File: src/rtl/mcu_pkg.sv
package mcu_pkg;

    parameter int OPC_W  = 6;
    parameter int UPC_W  = 4;

    localparam logic [OPC_W-1:0] OP_RTYPE = 6'h00;
    localparam logic [OPC_W-1:0] OP_JMP   = 6'h02;
    localparam logic [OPC_W-1:0] OP_BEQ   = 6'h04;
    localparam logic [OPC_W-1:0] OP_LOAD  = 6'h23;
    localparam logic [OPC_W-1:0] OP_STORE = 6'h2B;

    typedef enum logic [UPC_W-1:0] {
        U_FETCH      = 4'd0,
        U_DECODE     = 4'd1,
        U_MEM_ADDR   = 4'd2,
        U_LOAD_READ  = 4'd3,
        U_LOAD_WB    = 4'd4,
        U_STORE_WR   = 4'd5,
        U_RTYPE_EXEC = 4'd6,
        U_RTYPE_WB   = 4'd7,
        U_BRANCH     = 4'd8,
        U_JUMP       = 4'd9
    } uaddr_t;

    // sequencing codes
    typedef enum logic [1:0] {
        SQ_FETCH = 2'b00,
        SQ_DISP1 = 2'b01,
        SQ_DISP2 = 2'b10,
        SQ_NEXT  = 2'b11
    } seq_t;

    // memory field codes
    localparam logic [1:0] MF_NONE  = 2'b00;
    localparam logic [1:0] MF_WRALU = 2'b01;
    localparam logic [1:0] MF_RDPC  = 2'b10;
    localparam logic [1:0] MF_RDALU = 2'b11;

    // register field codes (0x = no write)
    localparam logic [1:0] RF_NONE  = 2'b00;
    localparam logic [1:0] RF_WRALU = 2'b10;
    localparam logic [1:0] RF_WRMDR = 2'b11;

    // PC-update field codes
    localparam logic [1:0] PF_NONE = 2'b00;
    localparam logic [1:0] PF_ALU  = 2'b01;
    localparam logic [1:0] PF_COND = 2'b10;
    localparam logic [1:0] PF_JUMP = 2'b11;

    typedef struct packed {
        logic [1:0] alu_op;
        logic       src_a;
        logic [1:0] src_b;
        logic [1:0] reg_f;
        logic [1:0] mem_f;
        logic [1:0] pc_f;
        seq_t       seq;
    } uword_t;

    typedef struct packed {
        logic       pc_wr;
        logic       pc_wr_cond;
        logic [1:0] pc_src;
        logic       iord;
        logic       mem_rd;
        logic       mem_wr;
        logic       ir_wr;
        logic       mem_to_reg;
        logic       reg_dst;
        logic       reg_wr;
        logic       alu_src_a;
        logic [1:0] alu_src_b;
        logic [1:0] alu_op;
    } ctrl_t;

endpackage

File: src/rtl/mcu_ustore.sv
module mcu_ustore
    import mcu_pkg::*;
(
    input  uaddr_t upc,
    output uword_t word
);

    function automatic uword_t mk(
        input logic [1:0] op, input logic sa, input logic [1:0] sb,
        input logic [1:0] rf, input logic [1:0] mf, input logic [1:0] pf,
        input seq_t sq);
        uword_t w;
        w.alu_op = op;
        w.src_a  = sa;
        w.src_b  = sb;
        w.reg_f  = rf;
        w.mem_f  = mf;
        w.pc_f   = pf;
        w.seq    = sq;
        return w;
    endfunction

    always_comb begin
        unique case (upc)
            U_FETCH:      word = mk(2'b00, 1'b0, 2'b01, RF_NONE,  MF_RDPC,  PF_ALU,  SQ_NEXT);
            U_DECODE:     word = mk(2'b00, 1'b0, 2'b11, RF_NONE,  MF_NONE,  PF_NONE, SQ_DISP1);
            U_MEM_ADDR:   word = mk(2'b00, 1'b1, 2'b10, RF_NONE,  MF_NONE,  PF_NONE, SQ_DISP2);
            U_LOAD_READ:  word = mk(2'b00, 1'b0, 2'b00, RF_NONE,  MF_RDALU, PF_NONE, SQ_NEXT);
            U_LOAD_WB:    word = mk(2'b00, 1'b0, 2'b00, RF_WRMDR, MF_NONE,  PF_NONE, SQ_FETCH);
            U_STORE_WR:   word = mk(2'b00, 1'b0, 2'b00, RF_NONE,  MF_WRALU, PF_NONE, SQ_FETCH);
            U_RTYPE_EXEC: word = mk(2'b10, 1'b1, 2'b00, RF_NONE,  MF_NONE,  PF_NONE, SQ_NEXT);
            U_RTYPE_WB:   word = mk(2'b00, 1'b0, 2'b00, RF_WRALU, MF_NONE,  PF_NONE, SQ_FETCH);
            U_BRANCH:     word = mk(2'b01, 1'b1, 2'b00, RF_NONE,  MF_NONE,  PF_COND, SQ_FETCH);
            U_JUMP:       word = mk(2'b00, 1'b0, 2'b00, RF_NONE,  MF_NONE,  PF_JUMP, SQ_FETCH);
            default:      word = mk(2'b00, 1'b0, 2'b00, RF_NONE,  MF_NONE,  PF_NONE, SQ_FETCH);
        endcase
    end

endmodule

File: src/rtl/mcu_dispatch.sv
module mcu_dispatch
    import mcu_pkg::*;
(
    input  logic [OPC_W-1:0] opcode,
    output uaddr_t           tgt1,
    output uaddr_t           tgt2
);

    always_comb begin
        case (opcode)
            OP_LOAD, OP_STORE: tgt1 = U_MEM_ADDR;
            OP_RTYPE:          tgt1 = U_RTYPE_EXEC;
            OP_BEQ:            tgt1 = U_BRANCH;
            OP_JMP:            tgt1 = U_JUMP;
            default:           tgt1 = U_FETCH;
        endcase
    end

    always_comb begin
        case (opcode)
            OP_LOAD:  tgt2 = U_LOAD_READ;
            OP_STORE: tgt2 = U_STORE_WR;
            default:  tgt2 = U_FETCH;
        endcase
    end

endmodule

File: src/rtl/mcu_fdec.sv
module mcu_fdec
    import mcu_pkg::*;
(
    input  uword_t word,
    output ctrl_t  ctl
);

    always_comb begin
        ctl = '0;
        ctl.alu_op    = word.alu_op;
        ctl.alu_src_a = word.src_a;
        ctl.alu_src_b = word.src_b;

        // register field: high bit enables write, low bit picks MDR
        if (word.reg_f[1]) begin
            ctl.reg_wr     = 1'b1;
            ctl.mem_to_reg = word.reg_f[0];
            ctl.reg_dst    = ~word.reg_f[0];
        end

        unique case (word.mem_f)
            MF_RDPC:  begin ctl.mem_rd = 1'b1; ctl.ir_wr = 1'b1; end
            MF_RDALU: begin ctl.mem_rd = 1'b1; ctl.iord  = 1'b1; end
            MF_WRALU: begin ctl.mem_wr = 1'b1; ctl.iord  = 1'b1; end
            default:  ;
        endcase

        unique case (word.pc_f)
            PF_ALU:  begin ctl.pc_wr = 1'b1;      ctl.pc_src = 2'b00; end
            PF_COND: begin ctl.pc_wr_cond = 1'b1; ctl.pc_src = 2'b01; end
            PF_JUMP: begin ctl.pc_wr = 1'b1;      ctl.pc_src = 2'b10; end
            default: ;
        endcase
    end

endmodule

File: src/rtl/mcu_ctrl.sv
module mcu_ctrl
    import mcu_pkg::*;
(
    input  logic             clk,
    input  logic             rst,
    input  logic [OPC_W-1:0] opcode,
    output logic             pc_wr,
    output logic             pc_wr_cond,
    output logic [1:0]       pc_src,
    output logic             iord,
    output logic             mem_rd,
    output logic             mem_wr,
    output logic             ir_wr,
    output logic             mem_to_reg,
    output logic             reg_dst,
    output logic             reg_wr,
    output logic             alu_src_a,
    output logic [1:0]       alu_src_b,
    output logic [1:0]       alu_op
);

    uaddr_t upc, upc_nxt, tgt1, tgt2;
    uword_t word;
    ctrl_t  ctl;

    mcu_ustore   u_store (.upc(upc), .word(word));
    mcu_dispatch u_disp  (.opcode(opcode), .tgt1(tgt1), .tgt2(tgt2));
    mcu_fdec     u_fdec  (.word(word), .ctl(ctl));

    always_comb begin
        unique case (word.seq)
            SQ_NEXT:  upc_nxt = uaddr_t'(upc + 1'b1);
            SQ_DISP1: upc_nxt = tgt1;
            SQ_DISP2: upc_nxt = tgt2;
            default:  upc_nxt = U_FETCH;
        endcase
    end

    always_ff @(posedge clk) begin
        if (rst) upc <= U_FETCH;
        else     upc <= upc_nxt;
    end

    assign pc_wr      = ctl.pc_wr;
    assign pc_wr_cond = ctl.pc_wr_cond;
    assign pc_src     = ctl.pc_src;
    assign iord       = ctl.iord;
    assign mem_rd     = ctl.mem_rd;
    assign mem_wr     = ctl.mem_wr;
    assign ir_wr      = ctl.ir_wr;
    assign mem_to_reg = ctl.mem_to_reg;
    assign reg_dst    = ctl.reg_dst;
    assign reg_wr     = ctl.reg_wr;
    assign alu_src_a  = ctl.alu_src_a;
    assign alu_src_b  = ctl.alu_src_b;
    assign alu_op     = ctl.alu_op;


    mem_excl_chk: assert property (@(posedge clk) disable iff (rst)
        !(mem_rd && mem_wr));


    pcw_excl_chk: assert property (@(posedge clk) disable iff (rst)
        !(pc_wr && pc_wr_cond));


    fetch_then_decode_chk: assert property (@(posedge clk) disable iff (rst)
        ir_wr |=> (alu_src_b == 2'b11 && !ir_wr && !reg_wr && !mem_wr && !pc_wr));


    load_read_then_wb_chk: assert property (@(posedge clk) disable iff (rst)
        (mem_rd && iord) |=> (reg_wr && mem_to_reg && !reg_dst));


    final_step_to_fetch_chk: assert property (@(posedge clk) disable iff (rst)
        (reg_wr || mem_wr || pc_wr_cond) |=> (ir_wr && mem_rd));


    jump_to_fetch_chk: assert property (@(posedge clk) disable iff (rst)
        (pc_wr && pc_src == 2'b10) |=> ir_wr);

endmodule

File: config.mk
export PLATFORM = sky130hd
export DESIGN_NAME = mcu_ctrl
export DESIGN_NICKNAME = d
export VERILOG_FILES = /design/src/rtl/mcu_pkg.sv /design/src/rtl/mcu_ustore.sv /design/src/rtl/mcu_dispatch.sv /design/src/rtl/mcu_fdec.sv /design/src/rtl/mcu_ctrl.sv
export SDC_FILE = /design/constraint.sdc
export NUM_CORES = 1
export LEC_CHECK = 0
export ABC_CLOCK_PERIOD_IN_PS = 2800
export BUFFER_PORTS_ARGS = -buffer_cell sky130_fd_sc_hd__buf_2
export CORE_AREA = 2 2 67 43
export CTS_BUF_LIST = sky130_fd_sc_hd__clkbuf_16
export CTS_CLUSTER_SIZE = 12
export DETAILED_ROUTE_END_ITERATION = 6
export DIE_AREA = 0 0 69 45
export GPL_TIMING_DRIVEN = 0
export HOLD_SLACK_MARGIN = 0.08
export SLEW_MARGIN = 5
export SYNTH_ARGS = -nofsm -noshare
export SYNTH_HDL_FRONTEND = slang
export SYNTH_SLANG_ARGS = --single-unit
File: constraint.sdc
create_clock -name clk -period 2.8 [get_ports clk]
set_input_delay 0.28 -clock clk [delete_from_list [all_inputs] [get_ports clk]]
set_output_delay 0.28 -clock clk [all_outputs]
set_load 0.005 [all_outputs]
==> impl.org <==
** Critical path
- The worst register-to-register path ends at u_store.word[4].
- For the worst flop-to-flop path, the logic depth is 9.
- Worst path buffer plus inverter count :: 1
- FF-to-FF setup slack :: 0.34 ns
- Type of the worst setup path :: register to register
- Dominant delay contributor by cell family on the critical path :: simple AND/OR/NAND/NOR gates
- In this run the critical register-to-register path is launched from u_store.word[1].
- Kind of end point of the critical path :: register
- Of all nets on the critical path, the largest fanout is 10.
- Required time of the worst setup path :: 2.92 ns
- Ordered list of cells on the worst path :: clkbuf_1, nor4bb_1, nand2_1, o211ai_1, nand2_1, ha_1, nand2_1, a2bb2oi_1, a31oi_1
- Max stage delay on crit path :: 0.49 ns
- Counting stages on the worst path, the most repeated cell is nand2_1.
- Arrival time of the worst setup path :: 2.59 ns
- CP startpoint kind :: register
- Crit path max-delay cell type :: nor4bb_1

** Floorplan
- The die is 45 um tall.
- Total I/O pin count :: 24
- From left edge to right edge, the die measures 69 um.
- For this configuration, the core starts out at a cell density of 39.2%.
- Core Footprint :: 2450 um^2
- In this run the core area contains 14 standard-cell rows.
- Die area :: 3110 um^2

** Placement
- Placed Instances :: 162
- GPL Wtd Cong :: 0.762
- Post-DP HPWL :: 1600 um
- Timing analysis after detailed placement gives a worst setup slack of 0.329 ns.
- Input and output buffers added on the ports amount to 23.

** Drt
- Detailed-route wire length :: 2030 um
- After detailed routing, the number of remaining DRC violations is 0.
- Via count :: 831
- Initial DRT Pass Iterations :: 4
- Using the TritonRoute via totals, the vias-per-cell ratio works out to 5.01.
- In the final routed layout, each cell accounts on average for 12.2 um.
- Iteration-0 DRC Markers :: 58
- Remaining number of nets flagged by the antenna check after routing :: 0

** Yosys
- Sequential fraction of the synthesis area :: 35.4%
- The number of different library cells used by synthesis comes to 39.
- dfxtp_1 takes more of the synthesized area than any other cell.
- Post-synth EDFFs :: 0
- Average size of a mapped cell :: 8.99 um^2
- Cell count after synthesis :: 107
- The Yosys step of the flow raised 0 warnings.
- Summing every instance area after synthesis gives 962 um^2.
- Synthesis inferred 17 register bits.
- For this run, the leading register cell type out of synthesis is dfxtp_1.
- Post-synth top area share :: 35.4%
- Counting flops with an async set or reset pin after synthesis yields a share of 0%.
- Synthesis produced a netlist with a net count of 122.
- Cells taking the most area after synthesis :: dfxtp_1 (35%), ha_1 (9.1%), nor2b_1 (4.6%), and2_1 (3.9%), buf_4 (3.9%)

** Timing
- At the pin with the least slew margin, the transition time is 0.523 ns.
- Post-Route Skew :: 0.000680 ns
- Final hold violations :: 0
- After layout, the worst setup slack is 0.338 ns.
- Setup violations remaining at the end of the flow were counted as 0.
- The max-slew violation total from the final report was 0.
- Crit share post-route :: 87.9%
- Setup TNS Final :: 0 ns
- Based on the critical path, the design can be clocked at up to 0.406 GHz.
- Worst slew slack as a fraction of its limit :: 64.7%
- Counting I/O delays and the setup requirement, the final critical path takes 2.46 ns.
- Setup repair after global routing left no endpoint under its margin.

** Cells and area
- The sequential cells in the finished layout cover a total of 340 um^2.
- In the final design database the tool counted 150 nets.
- Summing all multi-input logic gate instances after layout gives 546 um^2.
- Layout cell share with drive strength beyond 1 :: 26.9%
- From synthesis to final layout, the design area changed by 24.3%.
- Post-route non-filler standard cell count :: 166
- Final-layout fill cell count :: 256
- Diode insertion count for antenna repair :: 0

** GRT
- Total grt overflow :: 0
- The initial antenna violation count came to 0.
- GRT Resource Usage Total :: 14.0%
- Largest net degree at the start of global routing :: 11
- The number of global-route vias before repair was 746.
- First-pass GRT wire length :: 3350 um

** Power and ir drop
- IR analysis of the VDD net gives a maximum drop of 0.467 mV.
- In this run the static leakage power is 0.576 nW.
- In this run the power density over the cells is 899 nW/um^2.

** Clock tree
- The root buffer cell chosen for the clock tree is clkbuf_16.
- Number of hold-repair buffers added at the cts stage :: 0
- Gates resized during post-CTS repair numbered 0.
- Sink count of the clock tree :: 17
- The clock passes through at most 2 buffers.
- Skew-Pair Late Insertion Delay :: 0.24 ns
- Clock buffer count from CTS :: 3
- Clock tree from TritonCTS :: yes
- Number of H-tree branching levels :: 1
- CTS clk-pin slew, worst paths :: 0.05 ns
- Post-CTS Setup Repair Bufs :: 0

** Worst hold path
- Hold path startpoint :: rst
- Worst Hold Depth :: 3
- Min-delay worst type :: input pin to register
- Worst min-delay path endpoint :: u_store.word[3]

** Run status
- Run status :: complete, no violations

** Flow run
- Count of maximum capacitance violations :: 0
-- stage by stage --
| stage | hold WS, ns | utilization, % | power, W | instance area (um^2) |
|---|---|---|---|---|
| floorplan | 0.505 | - | 0.000668 | 962 |
| global placement | 0.661 | 45.6 | 0.000802 | 1120 |
| detailed placement | 0.656 | 45.6 | 0.000809 | 1120 |
| CTS | 0.433 | 48.8 | 0.00109 | 1200 |
| global route | 0.509 | 48.8 | 0.00117 | 1200 |
| finish | 0.438 | 48.8 | 0.00108 | 1200 |
-- where the power goes --
part | internal (W) | switching, W
Clock | 0.000189 | 0.0000845
Combinational | 0.000210 | 0.000244
Sequential | 0.000313 | 0.0000343
-- placed cells by master, fill, tap and decap left out, types with 2 or more instances in the layout --
| cell | instances |
|---|---|
| nand2_1 | 5 |
| nand4b_1 | 2 |
| nor3b_1 | 2 |
| inv_1 | 5 |
| or4_4 | 2 |
| and2_1 | 6 |
| buf_4 | 5 |
| o21ai_0 | 2 |
| clkbuf_1 | 5 |
| nor2_1 | 4 |
| a221oi_1 | 2 |
| nor4_1 | 3 |
| dfxtp_1 | 17 |
| nor2b_1 | 7 |
| buf_2 | 24 |
| and3_1 | 2 |
| a41oi_1 | 2 |
| a21oi_1 | 2 |
| clkbuf_16 | 3 |
| nand3_1 | 5 |
| o21bai_1 | 2 |
| ha_1 | 7 |
| nor3_1 | 2 |
| a31oi_1 | 2 |
-- tightest hold or removal path, stage by stage --
cell and delay (ns):
buf_2 0.12, or4_1 0.15, a21oi_1 0.08
-- cells in the mapped netlist, drive strengths merged (3+ instances only) --
library cell and n:
dfxtp 17, ha 7, nor2b 7, and2 6, buf 6, clkbuf 5
nand2 5, nand3 5, inv 4, nor2 4, nor4 3, or4 3
-- registers in the layout, indices dropped and copies added, names as in the netlist --
register,count
u_store.word,13
upc,4
-- area by class of cell --
class,count,area share (%)
clock buffers,3,6.28
flip-flops and latches,17,28.5
inverters,4,1.26
repair buffers,23,9.62
clock inverters,1,0.314
multi-input cells,75,45.6
plain buffers,11,5.13
well taps,32,3.35
-- metal layers --
metal | vias to the layer above | global-route usage, % | part of all wire (%)
met5 | - | 0 | 0
met3 | 0 | 5.36 | 5.1
met1 | 377 | 19.3 | 54
met2 | 20 | 21.9 | 41
met4 | 0 | 1.18 | 0
li1 | 434 | - | -
-- kinds of logic after synthesis --
| kind of cell | Yosys count | synth area share, % |
|---|---|---|
| AOI/OAI and AO/OA | 18 | 13.8 |
| muxes | 2 | 2.21 |
| and+or+nand+nor | 46 | 29.8 |
| adders and majority gates | 7 | 9.10 |
| buffers and inverters | 15 | 7.93 |
| xor gates and xnor gates | 2 | 1.82 |
| DFF | 17 | 35.4 |
-- worst max-delay path by stage --
stage,end,slack [ns],from,depth (start not counted)
floorplan,u_store.word[4],0.65,opcode[0],8
global route,u_store.word[4],0.02,u_store.word[1],9
detailed placement,u_store.word[4],0.33,opcode[0],9
global placement,u_store.word[4],0.33,opcode[0],9
finish,u_store.word[4],0.34,u_store.word[1],9
CTS,u_store.word[4],0.40,u_store.word[1],9
No activity file was read; power rests on OpenSTA's default activity.
